File: src/rtl/i2c_seq_pkg.sv
package i2c_seq_pkg;
    typedef enum logic [1:0] {
        OP_START = 2'd0,
        OP_SEND  = 2'd1,
        OP_RECV  = 2'd2,
        OP_END   = 2'd3
    } bus_op_e;

    typedef enum logic [2:0] {
        ST_IDLE,
        ST_START,
        ST_RUN,
        ST_XFER,
        ST_END
    } seq_state_e;
endpackage

File: src/rtl/seq_fifo.sv
module seq_fifo #(
    parameter int DEPTH = 8,
    parameter int DW    = 8,
    parameter int CW    = $clog2(DEPTH + 1)
) (
    input  logic          clk,
    input  logic          rst_n,
    input  logic          clr,
    input  logic          push,
    input  logic [DW-1:0] wdata,
    input  logic          pop,
    output logic [DW-1:0] head,
    output logic [CW-1:0] count,
    output logic          full,
    output logic          empty
);
    localparam int AW = (DEPTH > 1) ? $clog2(DEPTH) : 1;

    logic [DW-1:0] mem_q [DEPTH];
    logic [AW-1:0] wp_q, wp_d, rp_q, rp_d;
    logic [CW-1:0] cnt_q, cnt_d;
    logic          push_ok, pop_ok;

    assign full    = (cnt_q == CW'(DEPTH));
    assign empty   = (cnt_q == '0);
    assign push_ok = push && !full;
    assign pop_ok  = pop && !empty;
    assign head    = mem_q[rp_q];
    assign count   = cnt_q;

    function automatic logic [AW-1:0] bump(input logic [AW-1:0] p);
        return (p == AW'(DEPTH - 1)) ? '0 : p + 1'b1;
    endfunction

    always_comb begin
        wp_d  = wp_q;
        rp_d  = rp_q;
        cnt_d = cnt_q;
        if (clr) begin
            wp_d  = '0;
            rp_d  = '0;
            cnt_d = '0;
        end else begin
            if (push_ok) wp_d = bump(wp_q);
            if (pop_ok)  rp_d = bump(rp_q);
            case ({push_ok, pop_ok})
                2'b10:   cnt_d = cnt_q + 1'b1;
                2'b01:   cnt_d = cnt_q - 1'b1;
                default: cnt_d = cnt_q;
            endcase
        end
    end

    always_ff @(posedge clk) begin
        if (!rst_n) begin
            wp_q  <= '0;
            rp_q  <= '0;
            cnt_q <= '0;
        end else begin
            wp_q  <= wp_d;
            rp_q  <= rp_d;
            cnt_q <= cnt_d;
        end
    end

    always_ff @(posedge clk) begin
        if (push_ok && !clr) mem_q[wp_q] <= wdata;
    end
endmodule

File: src/rtl/seq_residual.sv
module seq_residual #(
    parameter int W = 16
) (
    input  logic         clk,
    input  logic         rst_n,
    input  logic         clr,
    input  logic         load,
    input  logic [W-1:0] load_val,
    input  logic         dec,
    output logic [W-1:0] cnt,
    output logic         zero
);
    logic [W-1:0] cnt_q, cnt_d;

    always_comb begin
        cnt_d = cnt_q;
        if (clr)                      cnt_d = '0;
        else if (load)                cnt_d = load_val;
        else if (dec && cnt_q != '0)  cnt_d = cnt_q - 1'b1;
    end

    always_ff @(posedge clk) begin
        if (!rst_n) cnt_q <= '0;
        else        cnt_q <= cnt_d;
    end

    assign cnt  = cnt_q;
    assign zero = (cnt_q == '0);
endmodule

File: src/rtl/i2c_cmd_seq.sv
module i2c_cmd_seq
    import i2c_seq_pkg::*;
#(
    parameter int DEPTH  = 8,
    parameter int DATA_W = 8,
    parameter int ADDR_W = 7,
    parameter int LEN_W  = 16,
    parameter int STAT_W = 8,
    parameter int CMD_W  = 32
) (
    input  logic              clk,
    input  logic              rst_n,
    input  logic              cmd_wr,
    input  logic [CMD_W-1:0]  cmd_word,
    input  logic              pace_allow,
    input  logic              host_wr,
    input  logic [DATA_W-1:0] host_wdata,
    input  logic              host_rd,
    output logic [DATA_W-1:0] host_rdata,
    input  logic              err_clr,
    output logic              cmd_done,
    output logic              busy,
    output logic              err_invalid,
    output logic              err_nack,
    output logic              err_overrun,
    output logic              err_access,
    output logic [STAT_W-1:0] fifo_count,
    output logic [LEN_W-1:0]  front_left,
    output logic [LEN_W-1:0]  back_left,
    output logic              bus_req,
    output logic [1:0]        bus_op,
    output logic [ADDR_W-1:0] bus_addr,
    output logic              bus_rnw,
    output logic [DATA_W-1:0] bus_wdata,
    input  logic              bus_ack,
    input  logic              bus_nack,
    input  logic [DATA_W-1:0] bus_rdata
);
    localparam int CW      = $clog2(DEPTH + 1);
    localparam int NRES    = 2;
    localparam int FRONT   = 0;
    localparam int BACK    = 1;
    localparam int B_START = CMD_W - 1;
    localparam int B_ADDR  = CMD_W - 2;
    localparam int B_STOP  = CMD_W - 4;
    localparam int B_RNW   = LEN_W;
    localparam int B_DEV   = LEN_W + 1;

    typedef struct packed {
        seq_state_e          st;
        logic                busy;
        logic                done;
        logic                e_inv;
        logic                e_nack;
        logic                e_ovr;
        logic                e_acc;
        logic                rnw;
        logic                stop;
        logic [ADDR_W-1:0]   addr;
        logic [DATA_W-1:0]   rdata;
        logic                req;
        bus_op_e             op;
    } seq_t;

    seq_t q, n;

    // command field decode
    logic              c_start, c_addr, c_stop, c_rnw;
    logic [ADDR_W-1:0] c_dev;
    logic [LEN_W-1:0]  c_len;
    assign c_start = cmd_word[B_START];
    assign c_addr  = cmd_word[B_ADDR];
    assign c_stop  = cmd_word[B_STOP];
    assign c_rnw   = cmd_word[B_RNW];
    assign c_dev   = cmd_word[B_DEV +: ADDR_W];
    assign c_len   = cmd_word[LEN_W-1:0];

    // FIFO
    logic              f_clr, f_push, f_pop, f_full, f_empty;
    logic              host_push, host_pop, bus_push, bus_pop;
    logic [DATA_W-1:0] f_head, f_wdata;
    logic [CW-1:0]     f_count;

    assign f_push  = host_push | bus_push;
    assign f_pop   = host_pop | bus_pop;
    assign f_wdata = q.rnw ? bus_rdata : host_wdata;

    seq_fifo #(.DEPTH(DEPTH), .DW(DATA_W), .CW(CW)) u_fifo (
        .clk   (clk),
        .rst_n (rst_n),
        .clr   (f_clr),
        .push  (f_push),
        .wdata (f_wdata),
        .pop   (f_pop),
        .head  (f_head),
        .count (f_count),
        .full  (f_full),
        .empty (f_empty)
    );

    // residual counters: index FRONT = bus side, BACK = host side
    logic [NRES-1:0]  r_load, r_dec, r_zero;
    logic [LEN_W-1:0] r_cnt [NRES];

    for (genvar g = 0; g < NRES; g++) begin : g_res
        seq_residual #(.W(LEN_W)) u_res (
            .clk      (clk),
            .rst_n    (rst_n),
            .clr      (f_clr),
            .load     (r_load[g]),
            .load_val (c_len),
            .dec      (r_dec[g]),
            .cnt      (r_cnt[g]),
            .zero     (r_zero[g])
        );
    end

    always_comb begin
        n         = q;
        host_push = 1'b0;
        host_pop  = 1'b0;
        bus_push  = 1'b0;
        bus_pop   = 1'b0;
        r_load    = '0;
        r_dec     = '0;
        f_clr     = err_clr;

        if (err_clr) begin
            n.e_inv  = 1'b0;
            n.e_nack = 1'b0;
            n.e_ovr  = 1'b0;
            n.e_acc  = 1'b0;
        end else begin
            if (cmd_wr) begin
                if (!c_start && !c_addr && !c_stop && c_len == '0) begin
                    n.e_inv = 1'b1;
                end else if (!q.done) begin
                    n.e_inv = 1'b1;
                end else begin
                    r_load = '1;
                    n.rnw  = c_rnw;
                    n.stop = c_stop;
                    n.addr = c_dev;
                    if (c_start) begin
                        n.done = 1'b0;
                        n.st   = ST_START;
                        n.req  = 1'b1;
                        n.op   = OP_START;
                    end else if (q.busy) begin
                        n.done = 1'b0;
                    end
                end
            end
            if (host_wr) begin
                if (!q.busy || q.rnw) begin
                    n.e_inv = 1'b1;
                end else if (f_full) begin
                    if (!pace_allow) n.e_ovr = 1'b1;
                end else begin
                    host_push = 1'b1;
                    if (r_zero[BACK]) n.e_acc = 1'b1;
                    else              r_dec[BACK] = 1'b1;
                end
            end
            if (host_rd) begin
                if (!q.busy || !q.rnw) begin
                    n.e_inv = 1'b1;
                end else if (f_empty) begin
                    if (!pace_allow) n.e_ovr = 1'b1;
                end else begin
                    host_pop = 1'b1;
                    n.rdata  = f_head;
                    if (r_zero[BACK]) n.e_acc = 1'b1;
                    else              r_dec[BACK] = 1'b1;
                end
            end
        end

        case (q.st)
            ST_START: begin
                if (bus_ack) begin
                    n.req = 1'b0;
                    if (bus_nack) begin
                        n.e_nack = 1'b1;
                        n.done   = 1'b1;
                        n.busy   = 1'b0;
                        n.st     = ST_IDLE;
                    end else begin
                        n.busy = 1'b1;
                        n.st   = ST_RUN;
                    end
                end
            end
            ST_RUN: begin
                if (!q.done) begin
                    if (r_zero[FRONT] && r_zero[BACK]) begin
                        if (q.stop) begin
                            n.st  = ST_END;
                            n.req = 1'b1;
                            n.op  = OP_END;
                        end else begin
                            n.done = 1'b1;
                        end
                    end else if (!r_zero[FRONT]) begin
                        if (!q.rnw && !f_empty) begin
                            n.st  = ST_XFER;
                            n.req = 1'b1;
                            n.op  = OP_SEND;
                        end else if (q.rnw && !f_full) begin
                            n.st  = ST_XFER;
                            n.req = 1'b1;
                            n.op  = OP_RECV;
                        end
                    end
                end
            end
            ST_XFER: begin
                if (bus_ack) begin
                    n.req        = 1'b0;
                    n.st         = ST_RUN;
                    r_dec[FRONT] = 1'b1;
                    if (q.op == OP_SEND) begin
                        bus_pop = 1'b1;
                        if (bus_nack) begin
                            n.e_nack = 1'b1;
                            n.st     = ST_END;
                            n.req    = 1'b1;
                            n.op     = OP_END;
                        end
                    end else begin
                        bus_push = 1'b1;
                    end
                end
            end
            ST_END: begin
                if (bus_ack) begin
                    n.req  = 1'b0;
                    n.busy = 1'b0;
                    n.done = 1'b1;
                    n.st   = ST_IDLE;
                end
            end
            default: ;
        endcase
    end

    always_ff @(posedge clk) begin
        if (!rst_n) begin
            q      <= '0;
            q.st   <= ST_IDLE;
            q.op   <= OP_START;
            q.done <= 1'b1;
        end else begin
            q <= n;
        end
    end

    assign host_rdata  = q.rdata;
    assign cmd_done    = q.done;
    assign busy        = q.busy;
    assign err_invalid = q.e_inv;
    assign err_nack    = q.e_nack;
    assign err_overrun = q.e_ovr;
    assign err_access  = q.e_acc;
    assign fifo_count  = STAT_W'(f_count);
    assign front_left  = r_cnt[FRONT];
    assign back_left   = r_cnt[BACK];
    assign bus_req     = q.req;
    assign bus_op      = q.op;
    assign bus_addr    = q.addr;
    assign bus_rnw     = q.rnw;
    assign bus_wdata   = f_head;
endmodule

File: config.mk
export PLATFORM = sky130hd
export DESIGN_NAME = i2c_cmd_seq
export DESIGN_NICKNAME = d
export VERILOG_FILES = /design/src/rtl/i2c_seq_pkg.sv /design/src/rtl/seq_fifo.sv /design/src/rtl/seq_residual.sv /design/src/rtl/i2c_cmd_seq.sv
export SDC_FILE = /design/constraint.sdc
export NUM_CORES = 1
export LEC_CHECK = 0
export ABC_AREA = 1
export BUFFER_PORTS_ARGS = -buffer_cell sky130_fd_sc_hd__buf_2
export CAP_MARGIN = 20
export CORE_ASPECT_RATIO = 2
export CORE_MARGIN = 4
export CORE_UTILIZATION = 27
export CTS_CLUSTER_DIAMETER = 100
export DETAILED_ROUTE_END_ITERATION = 8
export PLACE_DENSITY = 0.51
export RECOVER_POWER = 50
export SLEW_MARGIN = 20
export SYNTH_ARGS = -nofsm -noshare
export SYNTH_HDL_FRONTEND = slang
export SYNTH_HIERARCHICAL = 1
export SYNTH_SLANG_ARGS = --single-unit
File: constraint.sdc
create_clock -name clk -period 3.4 [get_ports clk]
set_input_delay 0.68 -clock clk [delete_from_list [all_inputs] [get_ports clk]]
set_output_delay 0.68 -clock clk [all_outputs]
set_load 0.01 [all_outputs]
==> results.yml, run 1 <==
cts:
  cts.sinks: 138
  insertion_delay_ps: 430
  cts.clk_slew.worst_paths_ps: 70
  cts_buffer_depth: 2
  cts-buffers-inserted: 17
  root_buffer: "clkbuf_16"
  cts_resized: 0
  cts_hold_buf: 0
  cts_tree: "built"
  htree_num_levels: 4
  postCtsSetupRepairBufs: 0
setup_path:
  crit_required_ps: 2720
  max_stage_delay_ps: 660
  crit_fanout: 32
  cpLargestDelayFamily: "flip-flops"
  ff2ff_path_depth: 17
  cp_num_buf_inv: 2
  worstSetupPathType: "flip-flop to output port"
  worstReg2RegEnd: "u_fifo/count[3]"
  r2r_start: "u_fifo/count[1]"
  end_kind: "output port"
  rrSetupSlack_ps: 500
  cp_slowest_cell: "dfxtp_1"
  path_cells: "inv_2 -> o21ai_0 -> nand2_1 -> nand2_1 -> nand2_1 -> buf_2"
  worstPathArrival_ps: 2310
  crit_top_cell: "nand2_1"
  cp-start-kind: "flip-flop"
timing:
  hold_viol_final: 0
  finalClockSkew_ps: 10.3
  fin_tns_setup_ps: 0
  setup_viol: 0
  tightest_slew_ps: 776
  fin_crit_sh_pct: 88.0
  finalCriticalPeriod_ps: 2990
  slew_viol_final: 0
  maxSlewHeadroom_pct: 48.3
  whs_ps: 465
  rsz0062_at_grt: "false"
  max_freq_ghz: 0.334
pwr:
  p_leak_nw: 4.07
  power_switching_mw: 1.36
  power_frac_comb_pct: 16.8
  p_per_area_nw_per_um2: 498
  switching_share_pct: 30.1
  seq_power_share_pct: 40.9
  ir_drop_v: 0.000315
  clkPwrFrac_pct: 42.4
  intPower_mw: 3.17
global_route:
  grt_max_degree: 33
  grtUsageTotal_pct: 15.8
  antenna_found_initial: 1
  overflow: 0
  grt_pass1_wl_um: 37300
  grt_pass1_vias: 6790
yosys:
  syn-cell-area_um2: 7720
  async_reset_ff_share_pct: 0
  synth_cell_types: 47
  synth_seq_cells: 138
  synth_most_common_cell: "nand2_1"
  yosysSeqAreaShare_pct: 44.1
  synthTopCellsByCount: "nand2_1 (258), nor2_1 (198), inv_1 (99), dfxtp_1 (74), edfxtp_1 (64)"
  synth_edf_count: 64
  yosysTopAreaCellShare_pct: 24.9
  yosys_most_used_dff: "dfxtp_1"
  synthCells: 1025
  yosys.area.top_type: "edfxtp_1"
  ys.warnings.count: 6
  syn_area_per_cell_um2: 7.53
  synthTopCellsByArea: "edfxtp_1 (25%), dfxtp_1 (19%), nand2_1 (13%)"
route:
  drt_iter0_drc: 241
  wirelength_um: 24600
  firstDrtPassIters: 4
  drc: 0
  antenna_left: 0
  vias_per_cell: 4.56
  vias: 6915
  wire_per_inst_um: 16.3
cells_and_area:
  nets: 1213
  layout-drive-gt1-share_pct: 16.4
  area_growth_pct: 17.8
flow_run:
  drv_cap: 0
placement:
  place.port_buffers: 120
  dpl.hpwl_um: 19400
  place_congestion: 0.918
min_path:
  hold_path.class: "input port to flip-flop"
  worstHoldPathCells: 3
  min_from: "cmd_word[21]"
  min_to: "bus_addr[4]"
outcome:
  status: "completed"
die:
  rows: 87
  start_util_pct: 27.4
  die_area_um2: 31500
  die_height_um: 247
  io_pins: 130
  dieWidth_um: 128
  coreArea_um2: 28200
## cells by family after synthesis
kind of cell	Yosys count	share of synthesized area, %
other cells	1	0.0486
fa+ha+maj	10	1.72
simple gates	584	33.3
xor+xnor	11	1.25
buf+inv	155	10.5
compound gates	126	9.04
flops	138	44.1
## sequential cells by signal, summed over array words and instances (netlist names), 2 cells and up, named ones only
name / flops
u_fifo/mem_q: 64
g_res.u_res/cnt: 32
host_rdata: 8
bus_addr: 7
q: 4
u_fifo/count: 4
u_fifo/rp_q: 3
u_fifo/wp_q: 3
bus_op: 2
## cell usage in the layout, fill, tap and decap left out, drive strengths merged, types with 7 or more instances in the layout
cell type / n
nand3b: 7
clkbuf: 75
edfxtp: 64
o21ai: 78
ha: 9
buf: 87
nand4: 7
dfxtp: 74
nand3: 56
a21oi: 35
nand2: 273
nor2: 223
nor3: 9
inv: 115
## cell type report
cell class,instances,area (um^2)
clock buffer,17,425
multi-input combinational,735,3490
fill,3012,19100
antenna,1,2.50
sequential,138,3400
inverter,109,442
tap,356,445
timing repair buffer,145,711
clock inverter,15,178
## metal layers
| metal | wire, um | track usage (%) | up-vias |
|---|---|---|---|
| met5 | 0 | 0 | - |
| met4 | 1130 | 7.78 | 0 |
| met3 | 1190 | 3.76 | 51 |
| met2 | 14000 | 31.5 | 190 |
| met1 | 8300 | 14.3 | 3166 |
| li1 | - | - | 3508 |
## metrics by stage
stage                     total power [mW]  instance area (um^2)  util, %  worst slack [ps]  cells
after floorplan                       2.43                  7730        -               859   1028
after global placement                2.66                  8590     30.5               490   1483
after detailed placement              2.66                  8590     30.5               429   1483
after CTS                             4.62                  9200     32.6               336   1515
after global routing                  4.77                  9090     32.3               199   1515
final                                 4.53                  9090     32.3               407   1516
## worst min-delay path, cell delays in order
cell    delay [ps]
buf_2           70
nor2_1          30
nor2_1          80
## power groups by stage
stage / logic (mW) / registers, mW / clock network, mW
3_5_place_dp: 0.774 / 1.89 / 0
6_report: 0.760 / 1.85 / 1.92
5_1_grt: 0.861 / 1.86 / 2.04
4_1_cts: 0.777 / 1.85 / 1.99
3_3_place_gp: 0.772 / 1.89 / 0
2_1_floorplan: 0.546 / 1.88 / 0
## worst max-delay path by stage
stage	start	slack, ps	cells after the start	end
2_1_floorplan	u_fifo/count[3]	860	17	u_fifo/count[3]
3_3_place_gp	u_fifo/count[1]	490	17	u_fifo/count[3]
3_5_place_dp	u_fifo/count[1]	430	17	u_fifo/count[3]
4_1_cts	flip-flop	340	6	bus_wdata[0]
5_1_grt	flip-flop	200	6	bus_wdata[0]
6_report	flip-flop	410	6	bus_wdata[0]
Power figures use the tool's default switching activity.
==> inputs of run 2 (changes only) <==
--- a/config.mk
+++ b/config.mk
@@ -11,9 +11,7 @@
 export CORE_ASPECT_RATIO = 2
 export CORE_MARGIN = 4
 export CORE_UTILIZATION = 27
-export CTS_CLUSTER_DIAMETER = 100
 export DETAILED_ROUTE_END_ITERATION = 8
-export PLACE_DENSITY = 0.51
 export RECOVER_POWER = 50
 export SLEW_MARGIN = 20
 export SYNTH_ARGS = -nofsm -noshare
==> results.yml, run 2 (synthesis results as in run 1) <==
outcome:
  status: "completed"
placement:
  place_area_um2: 8550
  place_ws_ps: 559
  place.port_buffers: 120
  dpl.hpwl_um: 17700
  place_congestion: 0.928
timing:
  fin_ws_ps: 477
  hold_viol_final: 0
  setup_viol: 0
  maxSlewHeadroom_pct: 59.6
  max_freq_ghz: 0.342
  rsz0062_at_grt: "false"
  finalCriticalPeriod_ps: 2920
  slew_viol_final: 0
  finalClockSkew_ps: 9.58
  tightest_slew_ps: 606
  fin_crit_sh_pct: 86.0
  fin_tns_setup_ps: 0
cells_and_area:
  largest_reg_flops: 64
  stdcell_area_um2: 9030
  largest_register: "u_fifo/mem_q"
  area_growth_pct: 17.0
  fillers: 3006
  layout-drive-gt1-share_pct: 16.4
  nets: 1207
  final_cell_mix: "nand2_1 (261), nor2_1 (200), inv_1 (100)"
  layout_commonest_cell: "nand2_1"
min_path:
  worstHoldPathCells: 3
  hold_path.class: "input port to flip-flop"
  min_from: "cmd_word[21]"
  min_to: "bus_addr[4]"
pwr:
  ir_drop_v: 0.000375
  clkPwrFrac_pct: 41.2
  switching_share_pct: 29.1
  power_switching_mw: 1.28
  p_leak_nw: 4.06
  seq_power_share_pct: 42.0
  power_frac_comb_pct: 16.8
  p_per_area_nw_per_um2: 489
  intPower_mw: 3.13
setup_path:
  path_cells: "inv_1 -> nor2_1 -> inv_1 -> nor2_1 -> nand2_1 -> o21ai_0 -> nand2_1 -> ha_1 -> ha_1 -> or2_2 -> nand3_1 -> nand3_1 -> nand2_1 -> inv_1"
  cp-start-kind: "flip-flop"
  r2r_start: "q[26]"
  crit_required_ps: 3740
  rrSetupSlack_ps: 480
  cp_num_buf_inv: 3
  crit_fanout: 6
  max_stage_delay_ps: 430
  cp_slowest_cell: "nor2_1"
  end_kind: "flip-flop"
  worstSetupPathType: "flip-flop to flip-flop"
  ff2ff_path_depth: 14
  worstReg2RegEnd: "u_fifo/count[3]"
  cpLargestDelayFamily: "simple AND/OR/NAND/NOR gates"
  worstPathArrival_ps: 3270
global_route:
  grt_pass1_vias: 6935
  grt_pass1_wl_um: 35100
  grt_max_degree: 33
  overflow: 0
  grtUsageTotal_pct: 14.5
  antenna_found_initial: 2
cts:
  cts_tree: "built"
  cts_hold_buf: 0
  cts_buffer_depth: 2
  root_buffer: "clkbuf_16"
  insertion_delay_ps: 450
  cts-buffers-inserted: 17
  cts.sinks: 138
  postCtsSetupRepairBufs: 0
  htree_num_levels: 4
  cts.clk_slew.worst_paths_ps: 60
  cts_resized: 0
route:
  wire_per_inst_um: 15.0
  drc: 0
  vias_per_cell: 4.64
  vias: 7008
  drt_iter0_drc: 314
  firstDrtPassIters: 6
  wirelength_um: 22600
  antenna_left: 0
die:
  coreArea_um2: 28200
  dieWidth_um: 128
  die_area_um2: 31500
  start_util_pct: 27.4
  die_height_um: 247
  io_pins: 130
  rows: 87
flow_run:
  drv_cap: 0
==> run 2: how the worst max path moves through the flow <==
stage,from,to,slack (ps),cells after the start
floorplan,u_fifo/count[3],u_fifo/count[3],860,17
global placement,cmd_word[31],g_res[1].u_res/cnt[14],570,14
detailed placement,host_rd,u_fifo/count[3],560,14
CTS,u_fifo/count[3],u_fifo/count[3],560,17
global route,cmd_word[31],g_res[0].u_res/cnt[14],160,14
finish,q[26],u_fifo/count[3],480,14
==> run 2: worst min-delay path: stages <==
cell    delay, ps
buf_2          70
nor2_1         30
nor2_1         80
==> run 2: power groups by stage <==
stage	combinational (mW)	clock, mW	sequential (mW)
after floorplan	0.546	0	1.88
after global routing	0.846	1.93	1.86
after detailed placement	0.755	0	1.89
after global placement	0.744	0	1.89
after CTS	0.757	1.87	1.85
final	0.743	1.82	1.85
==> run 2: area by class of cell <==
| type | count | area, um^2 | share of cell area [%] |
|---|---|---|---|
| Multi-Input combinational cell | 735 | 3490 | 38.6 |
| Sequential cell | 138 | 3400 | 37.7 |
| Timing Repair Buffer | 139 | 677 | 7.49 |
| Tap cell | 356 | 445 | 4.93 |
| Inverter | 109 | 442 | 4.89 |
| Clock buffer | 18 | 429 | 4.75 |
| Clock inverter | 14 | 148 | 1.63 |
| Antenna cell | 1 | 2.50 | 0.0277 |
==> run 2: per-layer routing <==
metal  up-vias  global-route usage (%)  wire length [um]
li1       3494                       -                 -
met1      3194                    13.2              7580
met2       240                    28.3             12500
met3        78                    3.50              1370
met4         2                    8.59              1190
met5         -                       0                 7
==> run 2: stage by stage <==
stage          hold slack (ps)  std cells  util [%]  power (mW)
6_report                   455       1510      32.0        4.42
5_1_grt                    451       1509      32.0        4.64
4_1_cts                    438       1509      32.4        4.48
3_5_place_dp               460       1477      30.3        2.64
3_3_place_gp               454       1477      30.3        2.63
2_1_floorplan              460       1028         -        2.43
